File: src/rtl/irq_nest_pkg.sv
package irq_nest_pkg;
    typedef enum logic [1:0] {
        ST_IDLE   = 2'd0,
        ST_RAISE  = 2'd1,
        ST_VECTOR = 2'd2
    } ctl_state_t;
endpackage

File: src/rtl/irq_req_latch.sv
module irq_req_latch #(
    parameter int N_SRC = 4,
    parameter int IDX_W = (N_SRC > 1) ? $clog2(N_SRC) : 1
) (
    input  logic             clk,
    input  logic             rst_n,
    input  logic [N_SRC-1:0] req_i,
    input  logic             clr_vld_i,
    input  logic [IDX_W-1:0] clr_idx_i,
    output logic [N_SRC-1:0] pend_o
);
    logic [N_SRC-1:0] prev_q;
    logic [N_SRC-1:0] pend_q;
    logic [N_SRC-1:0] rise;

    assign rise   = req_i & ~prev_q;
    assign pend_o = pend_q;

    always_ff @(posedge clk or negedge rst_n) begin
        if (!rst_n) prev_q <= '0;
        else        prev_q <= req_i;
    end

    // One flag per source: a new edge wins over a clear in the same cycle
    for (genvar s = 0; s < N_SRC; s++) begin : g_flag
        always_ff @(posedge clk or negedge rst_n) begin
            if (!rst_n) begin
                pend_q[s] <= 1'b0;
            end else if (rise[s]) begin
                pend_q[s] <= 1'b1;
            end else if (clr_vld_i && (clr_idx_i == IDX_W'(s))) begin
                pend_q[s] <= 1'b0;
            end
        end
    end

    AST_PEND_CLEARED: assert property (@(posedge clk) disable iff (!rst_n)
        (clr_vld_i && !rise[clr_idx_i]) |=> !pend_q[$past(clr_idx_i)]);
endmodule

File: src/rtl/irq_prio_pick.sv
module irq_prio_pick #(
    parameter int N_SRC = 4,
    parameter int IDX_W = (N_SRC > 1) ? $clog2(N_SRC) : 1
) (
    input  logic [N_SRC-1:0] elig_i,
    output logic             any_o,
    output logic [IDX_W-1:0] idx_o
);
    // Lowest index wins: scan from the top so the last hit is the smallest
    always_comb begin
        idx_o = '0;
        for (int i = N_SRC - 1; i >= 0; i--) begin
            if (elig_i[i]) idx_o = IDX_W'(i);
        end
    end

    assign any_o = |elig_i;
endmodule

File: src/rtl/irq_mask_stack.sv
module irq_mask_stack #(
    parameter int N_SRC = 4,
    parameter int DEPTH = 4,
    parameter int IDX_W = (N_SRC > 1) ? $clog2(N_SRC) : 1
) (
    input  logic             clk,
    input  logic             rst_n,
    input  logic             wr_en_i,
    input  logic [IDX_W-1:0] wr_lvl_i,
    input  logic [N_SRC-1:0] wr_data_i,
    input  logic             push_i,
    input  logic [IDX_W-1:0] push_lvl_i,
    input  logic             pop_i,
    output logic [N_SRC-1:0] active_o,
    output logic             full_o
);
    localparam int DCW = $clog2(DEPTH + 1);
    localparam int SW  = (DEPTH > 1) ? $clog2(DEPTH) : 1;

    logic [N_SRC-1:0] mask_q [N_SRC];
    logic [N_SRC-1:0] stk_q  [DEPTH];
    logic [DCW-1:0]   depth_q;
    logic             push_ok;
    logic             pop_ok;
    logic [SW-1:0]    top_idx;

    assign full_o  = (depth_q == DCW'(DEPTH));
    assign push_ok = push_i && !full_o;
    assign pop_ok  = pop_i && !push_i && (depth_q != '0);
    assign top_idx = SW'(depth_q - DCW'(1));

    for (genvar l = 0; l < N_SRC; l++) begin : g_mask
        always_ff @(posedge clk or negedge rst_n) begin
            if (!rst_n)                                      mask_q[l] <= '0;
            else if (wr_en_i && (wr_lvl_i == IDX_W'(l)))     mask_q[l] <= wr_data_i;
        end
    end

    for (genvar e = 0; e < DEPTH; e++) begin : g_slot
        always_ff @(posedge clk or negedge rst_n) begin
            if (!rst_n)                                      stk_q[e] <= '0;
            else if (push_ok && (depth_q == DCW'(e)))        stk_q[e] <= mask_q[push_lvl_i];
        end
    end

    always_ff @(posedge clk or negedge rst_n) begin
        if (!rst_n)       depth_q <= '0;
        else if (push_ok) depth_q <= depth_q + DCW'(1);
        else if (pop_ok)  depth_q <= depth_q - DCW'(1);
    end

    assign active_o = (depth_q == '0) ? '0 : stk_q[top_idx];

    AST_DEPTH_BOUND: assert property (@(posedge clk) disable iff (!rst_n)
        depth_q <= DCW'(DEPTH));
    AST_PUSH_GROWS: assert property (@(posedge clk) disable iff (!rst_n)
        (push_i && !full_o) |=> depth_q == $past(depth_q) + DCW'(1));
    AST_EMPTY_POP_HOLDS: assert property (@(posedge clk) disable iff (!rst_n)
        (pop_i && !push_i && depth_q == '0) |=> depth_q == '0);
endmodule

File: src/rtl/irq_nest_ctrl.sv
module irq_nest_ctrl
    import irq_nest_pkg::*;
#(
    parameter int          N_SRC    = 4,
    parameter int          DEPTH    = 4,
    parameter int          VEC_W    = 8,
    parameter logic [7:0]  VEC_BASE = 8'h40,
    parameter int          IDX_W    = (N_SRC > 1) ? $clog2(N_SRC) : 1
) (
    input  logic             clk,
    input  logic             rst_n,
    input  logic [N_SRC-1:0] req_i,
    input  logic             cpu_ie_i,
    input  logic             inta_i,
    input  logic             eos_i,
    input  logic             mask_we_i,
    input  logic [IDX_W-1:0] mask_lvl_i,
    input  logic [N_SRC-1:0] mask_data_i,
    output logic             intr_o,
    output logic             vec_valid_o,
    output logic [VEC_W-1:0] vec_o,
    output logic             ie_clr_o
);
    ctl_state_t       state_q, state_d;
    logic [N_SRC-1:0] pend;
    logic [N_SRC-1:0] active_mask;
    logic [N_SRC-1:0] elig;
    logic             stk_full;
    logic             any_elig;
    logic [IDX_W-1:0] win_idx;
    logic             grant;
    logic [VEC_W-1:0] vec_q;

    assign grant = (state_q == ST_RAISE) && inta_i;
    assign elig  = pend & ~active_mask & {N_SRC{!stk_full}};

    irq_req_latch #(.N_SRC(N_SRC), .IDX_W(IDX_W)) u_latch (
        .clk       (clk),
        .rst_n     (rst_n),
        .req_i     (req_i),
        .clr_vld_i (grant),
        .clr_idx_i (win_idx),
        .pend_o    (pend)
    );

    irq_prio_pick #(.N_SRC(N_SRC), .IDX_W(IDX_W)) u_pick (
        .elig_i (elig),
        .any_o  (any_elig),
        .idx_o  (win_idx)
    );

    irq_mask_stack #(.N_SRC(N_SRC), .DEPTH(DEPTH), .IDX_W(IDX_W)) u_stack (
        .clk        (clk),
        .rst_n      (rst_n),
        .wr_en_i    (mask_we_i),
        .wr_lvl_i   (mask_lvl_i),
        .wr_data_i  (mask_data_i),
        .push_i     (grant),
        .push_lvl_i (win_idx),
        .pop_i      (eos_i),
        .active_o   (active_mask),
        .full_o     (stk_full)
    );

    // State register
    always_ff @(posedge clk or negedge rst_n) begin
        if (!rst_n) state_q <= ST_IDLE;
        else        state_q <= state_d;
    end

    // Next-state logic
    always_comb begin
        state_d = state_q;
        unique case (state_q)
            ST_IDLE:   if (any_elig && cpu_ie_i)        state_d = ST_RAISE;
            ST_RAISE:  if (inta_i)                      state_d = ST_VECTOR;
                       else if (!(any_elig && cpu_ie_i)) state_d = ST_IDLE;
            ST_VECTOR:                                  state_d = ST_IDLE;
            default:                                    state_d = ST_IDLE;
        endcase
    end

    // Vector capture at the grant edge
    always_ff @(posedge clk or negedge rst_n) begin
        if (!rst_n)     vec_q <= '0;
        else if (grant) vec_q <= VEC_W'(VEC_BASE) + (VEC_W'(win_idx) << 2);
    end

    // Outputs
    always_comb begin
        intr_o      = 1'b0;
        vec_valid_o = 1'b0;
        ie_clr_o    = 1'b0;
        unique case (state_q)
            ST_IDLE:   ;
            ST_RAISE:  intr_o = 1'b1;
            ST_VECTOR: begin
                vec_valid_o = 1'b1;
                ie_clr_o    = 1'b1;
            end
            default:   ;
        endcase
    end
    assign vec_o = vec_q;

    AST_IE_WITHDRAW: assert property (@(posedge clk) disable iff (!rst_n)
        (intr_o && !cpu_ie_i && !inta_i) |=> !intr_o);
    AST_VEC_SINGLE: assert property (@(posedge clk) disable iff (!rst_n)
        vec_valid_o |=> !vec_valid_o);
    AST_VEC_AFTER_ACK: assert property (@(posedge clk) disable iff (!rst_n)
        (intr_o && inta_i) |=> vec_valid_o);
    AST_IECLR_WITH_VEC: assert property (@(posedge clk) disable iff (!rst_n)
        $rose(ie_clr_o) |-> $past(intr_o && inta_i));
    AST_NO_GRANT_FULL: assert property (@(posedge clk) disable iff (!rst_n)
        stk_full |-> !intr_o);
endmodule

File: config.mk
export PLATFORM = sky130hd
export DESIGN_NAME = irq_nest_ctrl
export DESIGN_NICKNAME = d
export VERILOG_FILES = /design/src/rtl/irq_nest_pkg.sv /design/src/rtl/irq_req_latch.sv /design/src/rtl/irq_prio_pick.sv /design/src/rtl/irq_mask_stack.sv /design/src/rtl/irq_nest_ctrl.sv
export SDC_FILE = /design/constraint.sdc
export NUM_CORES = 1
export LEC_CHECK = 0
export ABC_AREA = 1
export BUFFER_PORTS_ARGS = -buffer_cell sky130_fd_sc_hd__buf_4
export CORE_MARGIN = 4
export CORE_UTILIZATION = 51
export DETAILED_ROUTE_END_ITERATION = 8
export GPL_TIMING_DRIVEN = 0
export PLACE_DENSITY = 0.79
export SLEW_MARGIN = 20
export SYNTH_ARGS = -nofsm -noshare
export SYNTH_HDL_FRONTEND = slang
export SYNTH_SLANG_ARGS = --single-unit
File: constraint.sdc
create_clock -name clk -period 5.9 [get_ports clk]
set_input_delay 0 -clock clk [delete_from_list [all_inputs] [get_ports clk]]
set_output_delay 0 -clock clk [all_outputs]
set_load 0.02 [all_outputs]
## Word level (Yosys, flattened, before mapping)

Index checks and enable logic that the tools add are counted.

| cells by class | value |
|---|---|
| $add $sub $neg | 3 |
| order comparisons | 2 |
| eq/ne operators | 14 |
| muxes and demuxes | 27 |
| bitwise gates (word level) | 7 |
| reduce and logical (&&, ||, !) cells | 31 |

Operators with widths:

| operator | number |
|---|---|
| $mux 4 | 5 |
| $logic_and 1x1->1 | 17 |
| $bmux 4 s2 | 2 |
| $mux 2 | 7 |
| $and 4x4->4 | 3 |
| $eq 2x2->1 const B | 5 |
| $mux 1 | 10 |
| $reduce_bool 2->1 | 5 |
| $add 7x4->8 const A | 1 |
| $not 4->4 | 2 |
| $eq 2x1->1 const B | 3 |
| $eq 3x2->1 const B | 2 |
| $ge 3x3->1 const B | 2 |
| $logic_not 2->1 | 3 |
| $mux 3 | 2 |
| $not 2->3 | 2 |
| $pmux 2 s2 | 1 |
| $reduce_or 4->1 | 1 |
| $add 3x1->3 const B | 1 |
| $eq 3x1->1 const B | 1 |
| $eq 3x3->1 const B | 1 |
| $logic_not 3->1 | 1 |
| $ne 3x3->1 const B | 1 |
| $reduce_bool 3->1 | 1 |
| other kinds (4) | 5 |

| storage, ports and cells | value |
|---|---|
| flip-flop bits (word level) | 53 |
| input bits | 16 |
| output and inout bits | 11 |

## Logic depth before layout (Yosys ltp)

Gate-level depths: netlist of the first run.

| depth | value |
|---|---|
| depth after elaboration | 17 |
| mapped depth | 18 |
| mapped depth without buffers | 16 |

## Cells and area by module

From an unflattened synthesis of the first run, not the netlist that was laid out.

| unflattened totals | value |
|---|---|
| cell total of the unflattened synthesis | 312 |
| area, all modules | 2463.6 µm² |

By module, submodules not included:

| module | times used | cells an instance | area each (µm²) | seq. area each (µm²) |
|---|---|---|---|---|
| irq_mask_stack | 1 | 238 | 1843.0 | 875.8 |
| irq_req_latch | 1 | 31 | 290.3 | 200.2 |
| irq_nest_ctrl | 1 | 34 | 284.0 | 125.1 |
| irq_prio_pick | 1 | 9 | 46.3 | 0.0 |

## Worst setup path after synthesis of the first run

OpenSTA, ideal clock, no wires.

| timing | value |
|---|---|
| path kind | register to register |
| from | reg u_stack.depth_q[0] |
| to | reg u_stack.stk_q[14] in the netlist's numbering |
| library setup time | 0.117 ns |
| arrival | 1.922 ns |
| setup slack | 3.861 ns |
| stages on the path, launching flop included | 19 |
| path buffers | 2 |
| period minus slack after synthesis | 2.039 ns |
| cells stage by stage | dfrtp_1 -> buf_6 -> inv_8 -> ha_1 -> inv_2 -> nand3_1 -> nand2_1 -> nand2_1 -> nand2_1 -> nand2_2 -> nand2_4 -> nand2_4 -> buf_6 -> nand2_2 -> nand2_1 -> nand2_1 -> nand2_2 -> nand2_1 -> nand2_1 |

| on the way | value |
|---|---|
| cells in the longest elaborated chain, start to end | 17 |

RTL lines:

| element | RTL line | text |
|---|---|---|
| start, declared | irq_mask_stack.sv:22 | `logic [DCW-1:0] depth_q;` |
| start signal, assigned | irq_mask_stack.sv:48 | `else if (push_ok) depth_q <= depth_q + DCW'(1);` |
| start signal, assigned | irq_mask_stack.sv:49 | `else if (pop_ok) depth_q <= depth_q - DCW'(1);` |
| $sub 3x1->3 | irq_mask_stack.sv:30 | `assign top_idx = SW'(depth_q - DCW'(1));` |
| $not 2->3 (implied by the code) | irq_mask_stack.sv:52 | `assign active_o = (depth_q == '0) ? '0 : stk_q[top_idx];` |
| $bmux 4 s2 | irq_mask_stack.sv:52 |  |
| $mux 4 (implied by the code) (2 in series) | irq_mask_stack.sv:52 |  |
| $mux 4 | irq_mask_stack.sv:52 |  |
| $not 4->4 | irq_nest_ctrl.sv:35 | `assign elig = pend & ~active_mask & {N_SRC{!stk_full}};` |
| $and 4x4->4 (2 in series) | irq_nest_ctrl.sv:35 |  |
| $mux 2 (4 in series) | irq_prio_pick.sv:13 | `if (elig_i[i]) idx_o = IDX_W'(i);` |
| $not 2->3 (implied by the code) | irq_mask_stack.sv:42 | `else if (push_ok && (depth_q == DCW'(e))) stk_q[e] <= mask_q[push_lvl_i];` |
| $bmux 4 s2 | irq_mask_stack.sv:42 |  |
| $mux 4 (implied by the code) (2 in series) | irq_mask_stack.sv:42 |  |
| end signal, assigned by index | irq_mask_stack.sv:42 |  |
| end, declared | irq_mask_stack.sv:21 | `logic [N_SRC-1:0] stk_q [DEPTH];` |

Several ways; a longest one is shown, not always the timed one. The select of a mux whose other input is x is not followed.
A chain may end at the register's enable or synchronous reset.

## Worst setup path in the final report of the first run

| timing | value |
|---|---|
| from | reg u_stack.depth_q[0] |
| to | reg state_q[0] |

| on the way | value |
|---|---|
| cells in the longest elaborated chain, start to end | 13 |

RTL lines:

| element | RTL line | text |
|---|---|---|
| $sub 3x1->3 | irq_mask_stack.sv:30 |  |
| $not 2->3 (implied by the code) | irq_mask_stack.sv:52 |  |
| $bmux 4 s2 | irq_mask_stack.sv:52 |  |
| $mux 4 (implied by the code) (2 in series) | irq_mask_stack.sv:52 |  |
| $mux 4 | irq_mask_stack.sv:52 |  |
| $not 4->4 | irq_nest_ctrl.sv:35 |  |
| $and 4x4->4 | irq_nest_ctrl.sv:35 |  |
| $and 4x4->4 * | irq_nest_ctrl.sv:35 |  |
| $reduce_or 4->1 * | irq_prio_pick.sv:17 | `assign any_o = \|elig_i;` |
| $logic_and 1x1->1 * | irq_nest_ctrl.sv:75, irq_nest_ctrl.sv:77 |  |
| $ne 3x3->1 (no source line) / $ne 2x2->1 (equally long branches) | n/a |  |
| $reduce_and 2->1 (no source line) * | n/a |  |
| end signal, assigned | irq_nest_ctrl.sv:68 | `else state_q <= state_d;` |
| end, declared | irq_nest_ctrl.sv:24 | `ctl_state_t state_q, state_d;` |

Mark *: on every way between the ends. The rest lies on a longest branch, timed or not. The select of a mux whose other input is x is not followed.

==> results of run 1 <==
[state kept, by name, summed over array words and instances (netlist names)]
name and cells:
u_latch.pend_o 4, u_stack.depth_q 3, state_q 2, vec_o 3, u_stack.mask_q 16, u_stack.stk_q 16, u_latch.prev_q 4
[kinds of logic after synthesis]
family                     synth area share [%]
AOI/OAI and AO/OA                          6.92
xor gates and xnor gates                  0.713
adders and majority gates                  3.05
buffers and inverters                      10.4
DFF                                        48.9
other                                     0.153
and+or+nand+nor                            29.9
[area by class of cell]
type / count / area (µm²) / share of cell area, %
Clock buffer: 6 / 82.6 / 2.84
Clock inverter: 2 / 38.8 / 1.33
Timing Repair Buffer: 30 / 248 / 8.52
Sequential cell: 48 / 1200 / 41.3
Tap cell: 52 / 65.1 / 2.24
Multi-Input combinational cell: 206 / 1020 / 35.0
Buffer: 9 / 78.8 / 2.71
Inverter: 45 / 176 / 6.07
[worst paths after layout]
path	startpoint	to	slack, ns	cells past startpoint
min reg2reg	u_latch.prev_q[1]	u_latch.pend_o[1]	0.41	1
max in group asynchronous	rst_n	u_stack.stk_q[10]	5.26	2
min in group asynchronous	rst_n	u_latch.pend_o[3]	0.24	2
max	u_stack.depth_q[0]	state_q[0]	3.28	12
max reg2reg	u_stack.depth_q[0]	state_q[0]	3.28	12
min	mask_data_i[0]	u_stack.mask_q[8]	0.01	3
[timing repair]
action,4_1_cts,5_1_grt
hold endpoints to repair,59,0
resized for setup,0,0
hold buffers,9,0
[worst register-to-register path, stage by stage, from the launching register on]
cell	delay [ns]
dfrtp_1	0.41
buf_6	0.18
inv_8	0.06
ha_1	0.37
inv_2	0.15
nand3_1	0.10
nand3_1	0.11
nand3_2	0.11
buf_6	0.17
nand2_1	0.05
o21ai_0	0.09
a211oi_1	0.18
dlygate4sd3_1	0.59
[where the power goes]
part | switching (mW) | internal (mW)
combinational | 0.590 | 0.322
sequential | 0.0582 | 0.423
clock | 0.113 | 0.139
total | 0.761 | 0.883
[Yosys cell counts, drive strengths merged]
master,n,share of area (%)
buf,9,3.2
o21ai,27,5.5
or2,1,0.25
nor2,6,0.92
a211oi,1,0.31
nand3,33,8.3
a21oi,2,0.56
ha,6,3.1
inv,43,6.9
xor2,2,0.71
nand2,121,20
dfrtp,48,49
clkinv,2,0.31
o211ai,1,0.31
a31oi,1,0.25
conb,1,0.15
[per-stage QoR]
stage,util [%],instances
floorplan,-,308
global placement,59.9,381
detailed placement,59.9,381
CTS,64.6,398
global route,64.6,398
finish,64.6,398
[layer usage]
metal | global-route usage [%] | wire (µm) | part of all wire (%) | up-vias
met5 | 0 | 0 | 0 | -
met3 | 4.75 | 232 | 4.7 | 4
met1 | 24.5 | 2260 | 46 | 910
met4 | 4.63 | 33 | 0.67 | 0
li1 | - | - | - | 1007
met2 | 30.7 | 2390 | 49 | 48
==> flow_metrics.tcl, run 1 <==
set metrics [dict create \
    worst_pin_slew_ns 0.599 \
    slowest_stage "dlygate4sd3_1" \
    slew-limit-headroom_pct 60.0 \
    die_w_um 77.4 \
    fp.dieArea_um2 6000 \
    final_common_cell "nand2_1" \
    cts_num_sinks 48 \
    place_congestion 0.838 \
    port_buffers 21 \
    antenna_left 0 \
    synth_seq_cells 48 \
    dpl-instance-area_um2 2700 \
    crit_chain "buf_6 -> inv_8 -> ha_1 -> inv_2 -> nand3_1 -> nand3_1 -> nand3_2 -> buf_6 -> nand2_1 -> o21ai_0 -> a211oi_1 -> dlygate4sd3_1" \
    grt.overflow.total 0 \
    cp.required_ns 6.14 \
    syn_inst 304 \
    io_pins 27 \
    pre_cts_slack_ns 3.54 \
    crit_arrival_ns 2.86 \
    drv_cap 0 \
    whs_ns 0.0141 \
    finalNetCount 367 \
    wl_per_cell_um 12.4 \
    maxSlewViolCount 0 \
    yosys_warnings 0 \
    syn_avg_cell_area_um2 8.09 \
    fin_crit_ns 2.62 \
    ir_drop_mv 0.281 \
    crit_family "buffers and inverters" \
    grt_usage_pct 18.5 \
    grt_max_degree 49 \
    cts_setup_buffers 0 \
    rows 24 \
    core_um2 4500 \
    cts_tree "done" \
    viasPerCell 4.95 \
    syn-cell-area_um2 2460 \
    dpl.hpwl_mm 3.45 \
    via_count 1969 \
    syn2layout_area_growth_pct 18.3 \
    fillers 396 \
    hold_class "in -> reg" \
    seq_area_frac_synth_pct 48.9 \
    leakagePower_nw 1.60 \
    insertion_delay_ns 0.30 \
    total_power_mw 1.64 \
    path_clk_slew_ns 0.09 \
    grt_pass1_vias 1974 \
    diodes 0 \
    final_area_um2 2910 \
    die_h_um 77.4 \
    initial_utilization_pct 54.6 \
    skew_ns 0.00608 \
    path_buf_inv 5 \
    max_freq_mhz 381 \
    ys_types 24 \
    drt-initial-drc-count 124 \
    endpoint_kind "register" \
    grt_pass1_wl_mm 8.96 \
    slowest_delay_ns 0.59 \
    finalHoldViolCount 0 \
    fin_crit_sh_pct 44.4 \
    layout-drive-gt1-share_pct 19.9 \
    final.setup.worst_slack_ns 3.28 \
    cp_max_fo 11 \
    cts_root_buf "clkbuf_8" \
    power.density_nw_per_um2 566 \
    clockBufferDepth 2 \
    finalSetupViolCount 0 \
    grt_antenna_before_repair 0 \
    cts_buffers 5 \
    status "finished, final reports clean" \
    h-tree-depth 2 \
    drc_errors 0 \
    final_cell_mix "106 x nand2_1, 48 x dfrtp_1, 37 x inv_1, 27 x buf_4, 25 x nand3_1" \
    wl_mm 4.92 \
    drt_pass1_iterations 5 \
    rsz0062_at_grt "false" \
    finalSetupTns_ns 0 \
    crit_type "reg -> reg" \
    start_kind "register" \
]
Power figures use the tool's default switching activity.
==> run 2: changes to the inputs <==
==> constraint.sdc (replaced) <==
create_clock -name clk -period 2.45 [get_ports clk]
set_input_delay 0 -clock clk [delete_from_list [all_inputs] [get_ports clk]]
set_output_delay 0 -clock clk [all_outputs]
set_load 0.02 [all_outputs]
==> run 2 against run 1 <==
Against the previous run: die area is the same; first-iteration DRC count grew 23%; core utilization grew 1.2 points; worst setup slack lost 3.1 ns; clock skew shrank 0.0016 ns; non-clock buffer count grew 6; hold slack lost 0.0044 ns; sequential power grew 140%; register-to-register slack lost 3.1 ns; critical path type unchanged; highest routed layer unchanged.
==> flow_metrics.tcl, run 2 (synthesis results as in run 1) <==
set metrics [dict create \
    status "finished, final reports clean" \
    dp.cells 381 \
    fp.dieArea_um2 6000 \
    whs_ns 0.00971 \
    layout-drive-gt1-share_pct 21.6 \
    fillers 391 \
    cts_num_sinks 48 \
    reg.largest.list "u_stack.mask_q: 16 flops, u_stack.stk_q: 16 flops" \
    insertion_delay_ns 0.30 \
    die_h_um 77.4 \
    via_count 1986 \
    intPower_mw 2.25 \
    seqPwrFrac_pct 27.9 \
    drv_cap 0 \
    min_from "mask_data_i[0]" \
    power.density_nw_per_um2 1400 \
    wl_per_cell_um 12.6 \
    finalNetCount 373 \
    h-tree-depth 2 \
    rows 24 \
    cts_buffers 5 \
    power_frac_comb_pct 57.4 \
    switching_share_pct 45.9 \
    power.switching_mw 1.91 \
    port_buffers 21 \
    grt_max_degree 49 \
    endpoint_kind "register" \
    fin_crit_sh_pct 93.5 \
    antenna_left 0 \
    core_um2 4500 \
    drt-initial-drc-count 153 \
    total_power_mw 4.15 \
    finalSetupViolCount 0 \
    cts_tree "done" \
    diodes 0 \
    grt_antenna_before_repair 0 \
    initial_utilization_pct 54.6 \
    instances_no_fill 404 \
    crit_arrival_ns 2.49 \
    path_clk_slew_ns 0.09 \
    dpl-instance-area_um2 2700 \
    cp_max_fo 11 \
    place_congestion 0.838 \
    finalHoldViolCount 0 \
    skew_ns 0.00445 \
    ir_drop_mv 0.634 \
    dpl.hpwl_mm 3.45 \
    leakagePower_nw 1.63 \
    syn2layout_area_growth_pct 20.4 \
    worst_pin_slew_ns 0.598 \
    clockBufferDepth 2 \
    start_kind "register" \
    cts_root_buf "clkbuf_8" \
    grt_pass1_wl_mm 8.96 \
    reg2reg_from "u_stack.depth_q[0]" \
    drt_pass1_iterations 4 \
    final_area_um2 2960 \
    io_pins 27 \
    final_common_cell "nand2_1" \
    max_freq_mhz 437 \
    grt.overflow.total 0 \
    crit_path_start "u_stack.depth_q[0]" \
    maxSlewViolCount 0 \
    slew-limit-headroom_pct 60.2 \
    drc_errors 0 \
    final_core_util_pct 65.7 \
    grt_pass1_vias 1982 \
    hold_class "in -> reg" \
    crit_type "reg -> reg" \
    viasPerCell 4.92 \
    clock_power_share_pct 14.7 \
    fin_crit_ns 2.29 \
    grt_usage_pct 18.5 \
    final_cell_mix "106 x nand2_1, 48 x dfrtp_1, 37 x inv_1, 33 x buf_4, 25 x nand3_1" \
    cp.required_ns 2.65 \
    wl_mm 5.08 \
    die_w_um 77.4 \
]
run 2: worst paths after layout:
check / to / slack [ns] / cells past startpoint
setup / recovery: u_latch.pend_o[3] / 0.16 / 13
hold / removal: u_stack.mask_q[0] / 0.01 / 3
setup reg to reg: u_latch.pend_o[3] / 0.16 / 13
hold reg to reg: u_latch.pend_o[1] / 0.41 / 1
max in group asynchronous: u_stack.stk_q[7] / 1.81 / 2
min in group asynchronous: u_latch.pend_o[3] / 0.24 / 2
run 2: area by class of cell:
| cell class | count | area (µm²) | share of cell area (%) |
|---|---|---|---|
| Tap cell | 52 | 65.1 | 2.20 |
| Clock buffer | 6 | 82.6 | 2.79 |
| Clock inverter | 2 | 38.8 | 1.31 |
| Timing Repair Buffer | 36 | 293 | 9.89 |
| Sequential cell | 48 | 1200 | 40.6 |
| Buffer | 9 | 78.8 | 2.66 |
| Multi-Input combinational cell | 206 | 1020 | 34.4 |
| Inverter | 45 | 181 | 6.13 |
run 2: power by group through the flow:
stage	combinational [mW]	clock, mW	sequential, mW
final	2.38	0.612	1.16
after detailed placement	2.16	0	1.17
after global placement	2.10	0	1.16
after floorplan	1.73	0	1.15
after CTS	2.21	0.617	1.16
after global routing	2.69	0.660	1.19
run 2: worst max-delay path, stage by stage, from the launching register on:
cell	delay [ns]
dfrtp_1	0.41
buf_6	0.15
inv_8	0.05
ha_2	0.38
inv_4	0.07
nand3_1	0.09
nand3_1	0.10
nand3_2	0.12
buf_6	0.16
nand3_2	0.20
inv_4	0.15
nand2_1	0.10
o21ai_1	0.14
o21ai_1	0.07
run 2: timing repair:
action | in CTS | in global routing
hold buffers | 9 | 0
endpoints found under the setup margin | 0 | 18
setup buffers | 0 | 6
resized for setup | 0 | 3
endpoints found under the hold margin | 59 | 0
run 2: through the flow:
step           TNS, ns  setup slack (ns)
6_report             0             0.160
5_1_grt        -0.0163           -0.0163
4_1_cts              0            0.0296
3_5_place_dp         0            0.0875
3_3_place_gp         0             0.119
2_1_floorplan        0             0.411
run 2: per-layer routing:
metal | wire [µm] | up-vias | global-route usage, %
met2 | 2450 | 36 | 30.7
met3 | 214 | 7 | 4.75
li1 | - | 1022 | -
met5 | 0 | - | 0
met1 | 2370 | 921 | 24.4
met4 | 48 | 0 | 4.63
==> run 3: changes to the inputs <==
--- a/config.mk
+++ b/config.mk
@@ -11,8 +11,10 @@
 export CORE_UTILIZATION = 51
 export DETAILED_ROUTE_END_ITERATION = 8
 export GPL_TIMING_DRIVEN = 0
+export MAX_ROUTING_LAYER = met4
 export PLACE_DENSITY = 0.79
-export SLEW_MARGIN = 20
+export RECOVER_POWER = 100
+export SLEW_MARGIN = 5
 export SYNTH_ARGS = -nofsm -noshare
 export SYNTH_HDL_FRONTEND = slang
 export SYNTH_SLANG_ARGS = --single-unit
==> run 3 against run 2 <==
Against the previous run: power down 0.51%; maximum frequency about the same; first-iteration DRC count down 0.65%; final cell count unchanged; critical path type unchanged; critical endpoint unchanged; highest routed layer unchanged.
==> flow_metrics.tcl, run 3 (synthesis results as in run 1) <==
set metrics [dict create \
    die_w_um 77.4 \
    rows 24 \
    via_count 1986 \
    power.density_nw_per_um2 1410 \
    reg.largest.list "u_stack.mask_q: 16 flops, u_stack.stk_q: 16 flops" \
    maxSlewViolCount 0 \
    wl_per_cell_um 12.6 \
    crit_arrival_ns 2.49 \
    final.setup.worst_slack_ns 0.158 \
    skew_ns 0.00397 \
    fp.dieArea_um2 6000 \
    die_h_um 77.4 \
    drv_cap 0 \
    grt_antenna_before_repair 0 \
    crit_family "simple AND/OR/NAND/NOR gates" \
    start_kind "register" \
    layout-drive-gt1-share_pct 19.3 \
    grt.overflow.total 0 \
    endpoint_kind "register" \
    slowest_delay_ns 0.41 \
    dpl.hpwl_mm 3.45 \
    cts_buffers 5 \
    finalNetCount 373 \
    syn2layout_area_growth_pct 19.2 \
    crit_chain "buf_6 -> inv_8 -> ha_2 -> inv_4 -> nand3_1 -> nand3_1 -> nand3_2 -> buf_6 -> nand3_2 -> inv_4 -> nand2_1 -> o21ai_1 -> o21ai_1" \
    drc_errors 0 \
    initial_utilization_pct 54.6 \
    worst_pin_slew_ns 1.20 \
    drt_pass1_iterations 5 \
    seq_area_um2 1200 \
    slew-limit-headroom_pct 20.1 \
    hold_class "in -> reg" \
    finalSetupViolCount 0 \
    wl_mm 5.10 \
    grt_usage_pct 19.0 \
    fillers 403 \
    antenna_left 0 \
    drt-initial-drc-count 152 \
    place_congestion 0.851 \
    path_clk_slew_ns 0.09 \
    ir_drop_mv 0.633 \
    grt_pass1_vias 1984 \
    crit_type "reg -> reg" \
    multi_input_area_um2 1020 \
    io_pins 27 \
    diodes 0 \
    whs_ns 0.0118 \
    core_um2 4500 \
    final_cell_mix "106 x nand2_1, 48 x dfrtp_1, 38 x inv_1, 25 x nand3_1, 21 x buf_4" \
    port_buffers 21 \
    grt_pass1_wl_mm 8.94 \
    leakagePower_nw 1.60 \
    cts_root_buf "clkbuf_8" \
    fin_crit_sh_pct 93.5 \
    grt_max_degree 49 \
    final_common_cell "nand2_1" \
    path_buf_inv 5 \
    status "finished, final reports clean" \
    cts_num_sinks 48 \
    viasPerCell 4.92 \
    cp_max_fo 11 \
    slowest_stage "dfrtp_1" \
    insertion_delay_ns 0.30 \
    h-tree-depth 2 \
    pre_cts_slack_ns 0.0875 \
    clockBufferDepth 2 \
    cts_tree "done" \
    fin_crit_ns 2.29 \
    cp.required_ns 2.65 \
    max_freq_mhz 436 \
    finalHoldViolCount 0 \
]
==> run 3: changes by cell type in the layout (fill, tap and decap cells not counted), sizes merged <==
| cell | before | now |
|---|---|---|
| buf | 36 | 24 |
| clkbuf | 6 | 18 |
==> run 3: stage by stage <==
step	setup TNS, ns	std cells	area (µm²)	util (%)	power (mW)
3_3_place_gp	0	381	2700	59.9	3.26
5_1_grt	-0.0162	404	2930	65.1	4.52
2_1_floorplan	0	308	2470	-	2.87
3_5_place_dp	0	381	2700	59.9	3.32
4_1_cts	0	398	2910	64.6	3.98
6_report	0	404	2930	65.1	4.13
==> run 3: worst min-delay path, delay by kind of cell <==
| family | cells | cell delay, ns |
|---|---|---|
| buf+inv | 2 | 0.13 |
| compound gates | 1 | 0.15 |
==> run 3: path summary, 6_finish.rpt <==
path,endpoint,startpoint,slack (ns),depth (start not counted)
max,u_latch.pend_o[3],u_stack.depth_q[0],0.16,13
min,u_stack.mask_q[9],mask_data_i[1],0.01,3
max reg2reg,u_latch.pend_o[3],u_stack.depth_q[0],0.16,13
min reg2reg,u_latch.pend_o[1],u_latch.prev_q[1],0.41,1
max in group asynchronous,u_stack.mask_q[1],rst_n,1.26,2
min in group asynchronous,u_latch.prev_q[2],rst_n,0.47,2
==> run 3: where the power goes <==
group / switching [mW] / internal (mW) / leakage, nW
combinational: 1.49 / 0.876 / 0.946
sequential: 0.140 / 1.02 / 0.591
clock: 0.275 / 0.334 / 0.0614
==> run 3: layer usage <==
metal / vias up / wire length [µm] / GRT usage (%)
li1: 1022 / - / -
met1: 925 / 2380 / 24.2
met2: 35 / 2470 / 30.8
met3: 4 / 205 / 3.70
met4: 0 / 37 / 5.69
met5: - / 0 / -
==> run 3: area by class of cell <==
cell class,instances,share of cell area [%]
sequential,48,41.0
multi-input combinational,206,34.8
timing repair buffer,36,9.01
inverter,45,6.19
clock buffer,6,2.82
buffer,9,2.69
tap,52,2.22
clock inverter,2,1.32
==> run 3: repair_timing <==
action / in CTS / in global routing
setup endpoints to repair: 0 / 18
buffers inserted: 0 / 6
hold endpoints to repair: 59 / 0
hold buffers: 9 / 0
resized for setup: 0 / 3
